**src/rtl/i2c_ee_pkg.sv**
```systemverilog
package i2c_ee_pkg;
  localparam int EE_AW = 8;
  localparam logic [3:0] EE_TYPE = 4'b1010;

  typedef enum logic [3:0] {
    ST_IDLE, ST_DEV, ST_ACK, ST_WA, ST_WD, ST_RD, ST_RACK, ST_RGO, ST_IGN
  } ee_st_t;

  // Device selected when the type nibble and the strap field both agree.
  function automatic logic addr_match(input logic [7:0] b, input logic [2:0] strap);
    return b[7:1] == {EE_TYPE, strap};
  endfunction

  // Next write address: low plog bits wrap, the page bits are kept.
  function automatic logic [EE_AW-1:0] page_next(input logic [EE_AW-1:0] a,
                                                 input int unsigned plog);
    logic [EE_AW-1:0] m;
    m = EE_AW'((1 << plog) - 1);
    return (a & ~m) | ((a + EE_AW'(1)) & m);
  endfunction

  // Next read address: full-width increment.
  function automatic logic [EE_AW-1:0] lin_next(input logic [EE_AW-1:0] a);
    return a + EE_AW'(1);
  endfunction
endpackage

```
**src/rtl/i2c_ee_sync.sv**
```systemverilog
module i2c_ee_sync #(
  parameter int SYNC_STAGES = 2
) (
  input  logic clk,
  input  logic rst_n,
  input  logic scl_i,
  input  logic sda_i,
  output logic scl_s,
  output logic sda_s,
  output logic scl_rise,
  output logic scl_fall,
  output logic start_evt,
  output logic stop_evt
);
  logic [SYNC_STAGES-1:0] scl_pipe, sda_pipe;
  logic scl_q, sda_q;

  generate
    if (SYNC_STAGES == 1) begin : g_one
      always_ff @(posedge clk or negedge rst_n) begin
        if (!rst_n) begin
          scl_pipe <= '1;
          sda_pipe <= '1;
        end else begin
          scl_pipe <= scl_i;
          sda_pipe <= sda_i;
        end
      end
    end else begin : g_many
      always_ff @(posedge clk or negedge rst_n) begin
        if (!rst_n) begin
          scl_pipe <= '1;
          sda_pipe <= '1;
        end else begin
          scl_pipe <= {scl_pipe[SYNC_STAGES-2:0], scl_i};
          sda_pipe <= {sda_pipe[SYNC_STAGES-2:0], sda_i};
        end
      end
    end
  endgenerate

  always_ff @(posedge clk or negedge rst_n) begin
    if (!rst_n) begin
      scl_q <= 1'b1;
      sda_q <= 1'b1;
    end else begin
      scl_q <= scl_s;
      sda_q <= sda_s;
    end
  end

  assign scl_s     = scl_pipe[SYNC_STAGES-1];
  assign sda_s     = sda_pipe[SYNC_STAGES-1];
  assign scl_rise  = scl_s & ~scl_q;
  assign scl_fall  = ~scl_s & scl_q;
  assign start_evt = scl_s & scl_q & sda_q & ~sda_s;
  assign stop_evt  = scl_s & scl_q & ~sda_q & sda_s;
endmodule

```
**src/rtl/i2c_ee_ctrl.sv**
```systemverilog
module i2c_ee_ctrl
  import i2c_ee_pkg::*;
#(
  parameter int PAGE_LOG2 = 4
) (
  input  logic             clk,
  input  logic             rst_n,
  input  logic             sda_s,
  input  logic             scl_rise,
  input  logic             scl_fall,
  input  logic             start_evt,
  input  logic             stop_evt,
  input  logic [2:0]       dev_sel,
  input  logic             busy_i,
  input  logic [EE_AW-1:0] mem_rdata,
  output logic [EE_AW-1:0] mem_raddr,
  output logic             sda_oe,
  output logic             wr_valid,
  output logic [EE_AW-1:0] wr_addr,
  output logic [EE_AW-1:0] wr_data,
  output logic             wr_commit,
  output logic             dev_ack_on,
  output logic             ign_on
);
  localparam int CW = 4;

  ee_st_t           st, ack_nxt;
  logic [CW-1:0]    cnt;
  logic [7:0]       rx, tx;
  logic [EE_AW-1:0] ptr;
  logic             ack_drv, tx_drv, wr_seen;
  logic [7:0]       rx_byte;
  logic             rx_state;

  assign rx_byte  = {rx[6:0], sda_s};
  assign rx_state = (st == ST_DEV) || (st == ST_WA) || (st == ST_WD);

  always_ff @(posedge clk or negedge rst_n) begin
    if (!rst_n) begin
      st        <= ST_IDLE;
      ack_nxt   <= ST_IDLE;
      cnt       <= '0;
      rx        <= '0;
      tx        <= '0;
      ptr       <= '0;
      ack_drv   <= 1'b0;
      tx_drv    <= 1'b0;
      wr_seen   <= 1'b0;
      wr_valid  <= 1'b0;
      wr_addr   <= '0;
      wr_data   <= '0;
      wr_commit <= 1'b0;
    end else begin
      wr_valid  <= 1'b0;
      wr_commit <= 1'b0;
      if (start_evt) begin
        st      <= ST_DEV;
        cnt     <= '0;
        ack_drv <= 1'b0;
        tx_drv  <= 1'b0;
        wr_seen <= 1'b0;
      end else if (stop_evt) begin
        st        <= ST_IDLE;
        ack_drv   <= 1'b0;
        tx_drv    <= 1'b0;
        wr_commit <= wr_seen;
        wr_seen   <= 1'b0;
      end else if (rx_state) begin
        if (scl_rise) begin
          rx  <= rx_byte;
          cnt <= cnt + CW'(1);
          if (cnt == CW'(7)) begin
            unique case (st)
              ST_DEV: begin
                if (addr_match(rx_byte, dev_sel) && !busy_i) begin
                  st      <= ST_ACK;
                  ack_nxt <= rx_byte[0] ? ST_RD : ST_WA;
                end else begin
                  st <= ST_IGN;
                end
              end
              ST_WA: begin
                ptr     <= rx_byte;
                st      <= ST_ACK;
                ack_nxt <= ST_WD;
              end
              default: begin
                wr_valid <= 1'b1;
                wr_addr  <= ptr;
                wr_data  <= rx_byte;
                ptr      <= page_next(ptr, PAGE_LOG2);
                wr_seen  <= 1'b1;
                st       <= ST_ACK;
                ack_nxt  <= ST_WD;
              end
            endcase
          end
        end
      end else begin
        unique case (st)
          ST_ACK: begin
            if (scl_fall) begin
              if (!ack_drv) begin
                ack_drv <= 1'b1;
              end else begin
                ack_drv <= 1'b0;
                cnt     <= '0;
                st      <= ack_nxt;
                if (ack_nxt == ST_RD) begin
                  tx     <= mem_rdata;
                  tx_drv <= ~mem_rdata[7];
                end
              end
            end
          end
          ST_RD: begin
            if (scl_rise) begin
              cnt <= cnt + CW'(1);
            end else if (scl_fall) begin
              if (cnt == CW'(8)) begin
                tx_drv <= 1'b0;
                ptr    <= lin_next(ptr);
                st     <= ST_RACK;
              end else begin
                tx_drv <= ~tx[3'(CW'(7) - cnt)];
              end
            end
          end
          ST_RACK: begin
            if (scl_rise) st <= sda_s ? ST_IGN : ST_RGO;
          end
          ST_RGO: begin
            if (scl_fall) begin
              tx     <= mem_rdata;
              tx_drv <= ~mem_rdata[7];
              cnt    <= '0;
              st     <= ST_RD;
            end
          end
          default: ;
        endcase
      end
    end
  end

  assign mem_raddr  = ptr;
  assign sda_oe     = ack_drv | tx_drv;
  assign dev_ack_on = ack_drv && (st == ST_ACK) &&
                      ((ack_nxt == ST_WA) || (ack_nxt == ST_RD));
  assign ign_on     = (st == ST_IGN);
endmodule

```
**src/rtl/i2c_eeprom_slave.sv**
```systemverilog
module i2c_eeprom_slave
  import i2c_ee_pkg::*;
#(
  parameter int SYNC_STAGES = 2,
  parameter int PAGE_LOG2   = 4
) (
  input  logic             clk,
  input  logic             rst_n,
  input  logic             scl_i,
  input  logic             sda_i,
  output logic             sda_oe,
  input  logic [2:0]       dev_sel,
  input  logic             busy_i,
  output logic [EE_AW-1:0] mem_raddr,
  input  logic [EE_AW-1:0] mem_rdata,
  output logic             wr_valid,
  output logic [EE_AW-1:0] wr_addr,
  output logic [EE_AW-1:0] wr_data,
  output logic             wr_commit
);
  logic scl_s, sda_s, scl_rise, scl_fall, start_evt, stop_evt;
  logic dev_ack_on, ign_on;

  i2c_ee_sync #(.SYNC_STAGES(SYNC_STAGES)) u_sync (
    .clk       (clk),
    .rst_n     (rst_n),
    .scl_i     (scl_i),
    .sda_i     (sda_i),
    .scl_s     (scl_s),
    .sda_s     (sda_s),
    .scl_rise  (scl_rise),
    .scl_fall  (scl_fall),
    .start_evt (start_evt),
    .stop_evt  (stop_evt)
  );

  i2c_ee_ctrl #(.PAGE_LOG2(PAGE_LOG2)) u_ctrl (
    .clk        (clk),
    .rst_n      (rst_n),
    .sda_s      (sda_s),
    .scl_rise   (scl_rise),
    .scl_fall   (scl_fall),
    .start_evt  (start_evt),
    .stop_evt   (stop_evt),
    .dev_sel    (dev_sel),
    .busy_i     (busy_i),
    .mem_rdata  (mem_rdata),
    .mem_raddr  (mem_raddr),
    .sda_oe     (sda_oe),
    .wr_valid   (wr_valid),
    .wr_addr    (wr_addr),
    .wr_data    (wr_data),
    .wr_commit  (wr_commit),
    .dev_ack_on (dev_ack_on),
    .ign_on     (ign_on)
  );
endmodule

```
**config.mk**
```make
export PLATFORM = sky130hd
export DESIGN_NAME = i2c_eeprom_slave
export DESIGN_NICKNAME = d
export VERILOG_FILES = /design/src/rtl/i2c_ee_pkg.sv /design/src/rtl/i2c_ee_sync.sv /design/src/rtl/i2c_ee_ctrl.sv /design/src/rtl/i2c_eeprom_slave.sv
export SDC_FILE = /design/constraint.sdc
export NUM_CORES = 1
export LEC_CHECK = 0
export CAP_MARGIN = 20
export CORE_MARGIN = 5
export CORE_UTILIZATION = 59
export CTS_CLUSTER_DIAMETER = 40
export CTS_CLUSTER_SIZE = 24
export DETAILED_ROUTE_END_ITERATION = 6
export PLACE_DENSITY = 0.84
export SLEW_MARGIN = 20
export SYNTH_ARGS = -nofsm -noshare
export SYNTH_HDL_FRONTEND = slang
export SYNTH_SLANG_ARGS = --single-unit
```
**constraint.sdc**
```tcl
create_clock -name clk -period 3.8 [get_ports clk]
set_input_delay 0.38 -clock clk [delete_from_list [all_inputs] [get_ports clk]]
set_output_delay 0.38 -clock clk [all_outputs]
set_load 0.005 [all_outputs]
```
Word level (Yosys, flattened, before mapping). Cells that the tools add are included.

Register bits after elaboration: 62. Input bits: 16. Logic and storage cells: 181.

$add $sub $neg: 3. $lt $le $gt $ge: 1. Equal/unequal tests: 43. Muxes and demuxes: 73. Bitwise logic cells: 19. Reductions and logical operators: 25.

Operators with widths (count): 4-bit two-way mux (24); 8-bit two-way mux (11); 4-bit inequality test (second input constant) (8); 8-bit one-hot mux with 2 select lines (2); 1-bit two-way mux (31); 4-bit by 3-bit equality test with 1-bit output (second input constant) (6); 5-bit by 4-bit inequality test with 1-bit output (second input constant) (4); 2-bit inequality test (second input constant) (8); 4-bit one-hot mux with 4 select lines (1); 8-bit AND reduction (2); 3-bit nonzero test (5); 4-bit by 3-bit inequality test with 1-bit output (second input constant) (3); 4-bit one-hot mux with 3 select lines (1); 6-bit AND reduction (2); 1-bit NOT (10); 10-bit AND reduction (1); 5-bit nonzero test (2); 9-bit AND reduction (1); 8-bit by 1-bit adder with 8-bit output (second input constant) (1); 4-bit by 2-bit equality test with 1-bit output (second input constant) (2); 8-bit by 4-bit OR with 8-bit output (1); 4-bit AND reduction (2); 1-bit bitwise AND (7); 7-bit equality test (1); 24 further kinds (28).

Longest topological paths before layout.
Word-level depth: 11. Gate-level depth with buffers: 7.

Modules after synthesis. Synthesis repeated with hierarchy kept, for this count alone.

Cell total of the unflattened synthesis: 290. Area total of the unflattened synthesis: 3204.3 µm².

Modules (own cells, without submodules): i2c_ee_ctrl (times used 1, cells each 280, area an instance 3014.1 µm²); i2c_ee_sync (times used 1, cells each 10, area an instance 190.2 µm²).

Worst setup path before layout. No wires, ideal clock.

Kind: register to register. Start point: reg u_ctrl.st[0]. End point: reg u_ctrl.tx[0]. Setup time: 125 ps. Arrival time: 1855 ps. Required time: 3675 ps. Setup slack: 1819 ps. Stages on the path, launching flop included: 7. Period minus slack after synthesis: 1981 ps. Cell sequence: dfrtp_1 -> or4b_4 -> nor4_2 -> a31oi_1 -> or2_1 -> buf_4 -> mux2_4.

Cells in the longest elaborated chain, start to end: 5. Elaborated cells between the ends (all ways): 15. Classes of those cells: eq/ne (9); mux (1); bitwise (1); reduce/logical (4).

RTL lines: from (decl) (line i2c_ee_ctrl.sv:27) `ee_st_t st, ack_nxt;`; from (signal assigned) (line i2c_ee_ctrl.sv:108) `st <= ack_nxt;`; from (signal assigned) (line i2c_ee_ctrl.sv:130) `if (scl_rise) st <= sda_s ? ST_IGN : ST_RGO;`; 4-bit by 1-bit equality test with 1-bit output or 4-bit by 2-bit equality test with 1-bit output (tied branches) (line i2c_ee_ctrl.sv:36) `assign rx_state = (st == ST_DEV) || (st == ST_WA) || (st == ST_WD);`; 1-bit logical OR (2 in a row) (line i2c_ee_ctrl.sv:36); 1-bit NOT (no line); 8-bit AND reduction (no line); to (signal assigned) (line i2c_ee_ctrl.sv:110) `tx <= mem_rdata;`; to (signal assigned) (line i2c_ee_ctrl.sv:134) `tx <= mem_rdata;`; to (decl) (line i2c_ee_ctrl.sv:29) `logic [7:0] rx, tx;`.

Several ways; a longest one is shown, not always the timed one. A chain may end at the register's enable or synchronous reset.

Worst setup path after layout.
Start point: reg u_ctrl.st[0]. End point: reg u_ctrl.ack_nxt[1].

Cells in the longest elaborated chain, start to end: 4. Elaborated cells between the ends (all ways): 8. Classes of those cells: eq/ne (4); mux (1); reduce/logical (3).

RTL lines: 4-bit by 1-bit equality test with 1-bit output or 4-bit by 2-bit equality test with 1-bit output (tied branches) (line i2c_ee_ctrl.sv:36, i2c_ee_ctrl.sv:73); 1-bit logical OR (2 in a row) (line i2c_ee_ctrl.sv:36); 6-bit AND reduction (no line); to (signal assigned) (line i2c_ee_ctrl.sv:77) `ack_nxt <= rx_byte[0] ? ST_RD : ST_WA;`; to (decl) (line i2c_ee_ctrl.sv:27).

Several ways; a longest one is shown, not always the timed one.

==> results.toml <==
[drt]
routed_wl_um = 6937
via_count = 2325
wl_per_cell_um = 18.02
dr.pass1.iters = 5
initialDrtViolationCount = 239
drt-vias-per-instance = 6.039
ant_nets = 0
drc = 0

[power_and_ir_drop]
p_per_area_nw_per_um2 = 592.5
p_leak_nw = 1.702
power_mw = 2.236
ir_worst_vdd_uv = 431.0

[layout]
final.fill_count = 371
stdcell_area_um2 = 3774
layout-drive-gt1-share_pct = 20.63
final_cell_mix = "dfrtp_1 (55), clkdlybuf4s50_1 (41), mux2_2 (22), nor2_1 (18), o21ai_0 (13)"
final_nets = 329
areaGrowthSynthToFinish_pct = 21.96
antennaDiodeCount = 0
layout_commonest_cell = "dfrtp_1"

[grt]
grt_overflow_total = 0
grt_pass1_wl_um = 11540
grt_pass1_vias = 2306
antenna_found_initial = 0
grt_start_max_net_pins = 39
grt_usage_pct = 22.93

[synth]
syn_avg_cell_area_um2 = 11.63
synth_top_family_by_area = "multiplexers"
synth_compound_area_share_pct = 14.23
synthSimpleGateAreaFrac_pct = 15.20
synthAdderAreaFrac_pct = 1.213
synthesis.nets = 285
yosys_most_used_dff = "dfrtp_1"
synthXorXnorAreaFrac_pct = 1.415
ys_types = 61
async_flop_share_pct = 100.0
synthMuxAreaShare_pct = 15.69
syn_inst = 266
netlist_area_um2 = 3094
synth_seq_cells = 61
synth_edf_count = 0
ys_warn_count = 0
ys_seq_area_share_pct = 49.58

[sta]
max_slew_margin_pct = 61.99
fin_tns_setup_ns = 0
final-hold-violation-count = 0
fin_crit_ns = 2.481
final.setup.worst_slack_ns = 1.319
fmax_ghz = 0.4031
tightest_slew_ns = 0.5670
clock_skew_ns = 0.004709
report.final.slew_viol_count = 0
rsz0062_at_grt = "false"
min_period_over_period_pct = 65.29
setup_viol = 0
hold_ws_ns = 0.004475

[critical_path]
arrival_ns = 2.71
worstRegToRegCells = 5
startpoint_type = "flop"
setup.worst_path.end_class = "flop"
path_class = "flop to flop"
critical_path_required_ns = 4.03
critical_path.max_fanout = 15

[hold_path]
hp-class = "input pin to async pin"

[place]
dp_slack_ns = 1.386
dpl_cell_area_um2 = 3560
place.gp.congestion = 0.9216
io_buffers = 42
hpwl_um = 4894

[clock_network]
post_cts_buffers = 0
holdBufCountCts = 0
tritoncts = "built"
cts-resized-gates = 0
clock_insertion_delay_worst_skew_ns = 0.35
cts_max_level = 3
cts.sinks = 61
path_clk_slew_ns = 0.07
clk_path_buf_depth = 2
numCtsBuffers = 9
cts-root-buf = "clkbuf_8"

[die]
ios = 43
die-height_um = 82.42
die_x_um = 82.42
die-area_um2 = 6793
rows = 26
coreArea_um2 = 5107
start_util_pct = 60.58

[run_status]
status = "completed"

[run]
maxCapViolCount = 0
==> flip-flops by register name (all words and copies together), names as in the netlist <==
| register | cells |
|---|---|
| u_ctrl.wr_commit | 1 |
| u_sync.scl_pipe | 2 |
| u_ctrl.ack_nxt | 3 |
| u_ctrl.rx | 7 |
| u_ctrl.ack_drv | 1 |
| u_sync.sda_q | 1 |
| u_ctrl.wr_valid | 1 |
| u_ctrl.cnt | 4 |
| u_ctrl.tx_drv | 1 |
| u_ctrl.st | 4 |
| u_ctrl.wr_seen | 1 |
| u_ctrl.wr_data | 8 |
| u_sync.sda_pipe | 2 |
| u_ctrl.tx | 8 |
| u_ctrl.wr_addr | 8 |
| u_ctrl.mem_raddr | 8 |
| u_sync.scl_q | 1 |
==> through the flow <==
stage	util, %	instances
floorplan	-	266
global placement	69.70	369
detailed placement	69.70	369
CTS	73.89	385
global route	73.89	385
finish	73.89	385
==> path summary, 6_finish.rpt <==
check	startpoint	endpoint	slack (ns)
setup / recovery	u_ctrl.st[0]$_DFFE_PN0P_	u_ctrl.ack_nxt[1]$_DFFE_PN0P_	1.32
hold / removal	rst_n	u_ctrl.cnt[0]$_DFFE_PN0P_	0.004
setup reg to reg	u_ctrl.st[0]$_DFFE_PN0P_	u_ctrl.ack_nxt[1]$_DFFE_PN0P_	1.32
hold reg to reg	u_sync.sda_pipe[0]$_DFF_PN1_	u_sync.sda_pipe[1]$_DFF_PN1_	0.36
max in group asynchronous	rst_n	u_sync.sda_q$_DFF_PN1_	2.90
min in group clk	u_sync.sda_pipe[0]$_DFF_PN1_	u_sync.sda_pipe[1]$_DFF_PN1_	0.36
==> layout make-up <==
type / count / area [um2] / share of cell area, %
Inverter: 10 / 37.54 / 0.9947
Clock buffer: 10 / 127.6 / 3.382
Clock inverter: 6 / 86.33 / 2.288
Tap cell: 70 / 87.58 / 2.321
Sequential cell: 61 / 1534 / 40.65
Multi-Input combinational cell: 185 / 1478 / 39.16
Timing Repair Buffer: 43 / 422.9 / 11.21
==> critical path, stage by stage (launching register included) <==
cell and delay, ns:
dfrtp_1 0.63, inv_1 0.17, or4_1 0.64, a41oi_1 0.33
nand2b_1 0.24, mux2_1 0.34
==> power by group <==
part | total (mW) | switching [mW] | internal (mW)
Clock | 0.628 | 0.259 | 0.369
Combinational | 0.647 | 0.310 | 0.336
Sequential | 0.961 | 0.192 | 0.769
Total | 2.24 | 0.762 | 1.47
==> cell families (layout without fill, tap and decap cells) <==
family,after synthesis,after routing
adder cells (fa/ha/maj),3,3
buffers and inverters,20,69
AO/OA/AOI/OAI,57,57
XOR/XNOR,5,5
flip-flops,61,61
AND/OR/NAND/NOR,81,81
multiplexers,39,39
==> cells in the mapped netlist (6+ instances only) <==
| library cell | n | share of area (%) |
|---|---|---|
| nand2_1 | 12 | 1.5 |
| nand2b_1 | 9 | 1.8 |
| and3_1 | 8 | 1.6 |
| a31oi_1 | 6 | 1.2 |
| dfrtp_1 | 55 | 44 |
| a22o_1 | 6 | 1.7 |
| mux2_4 | 8 | 3.9 |
| nor2_1 | 18 | 2.2 |
| dfstp_2 | 6 | 5.1 |
| o21ai_0 | 13 | 2.1 |
| mux2_2 | 22 | 8.0 |
| inv_1 | 10 | 1.2 |
==> metal layers <==
metal | global-route usage, % | vias up | share of wire, %
li1 | - | 1075 | -
met1 | 34.17 | 1152 | 46
met2 | 33.09 | 86 | 47
met3 | 4.121 | 12 | 6.2
met4 | 9.136 | 0 | 1.6
met5 | 0 | - | 0
Power figures use the tool's default switching activity.
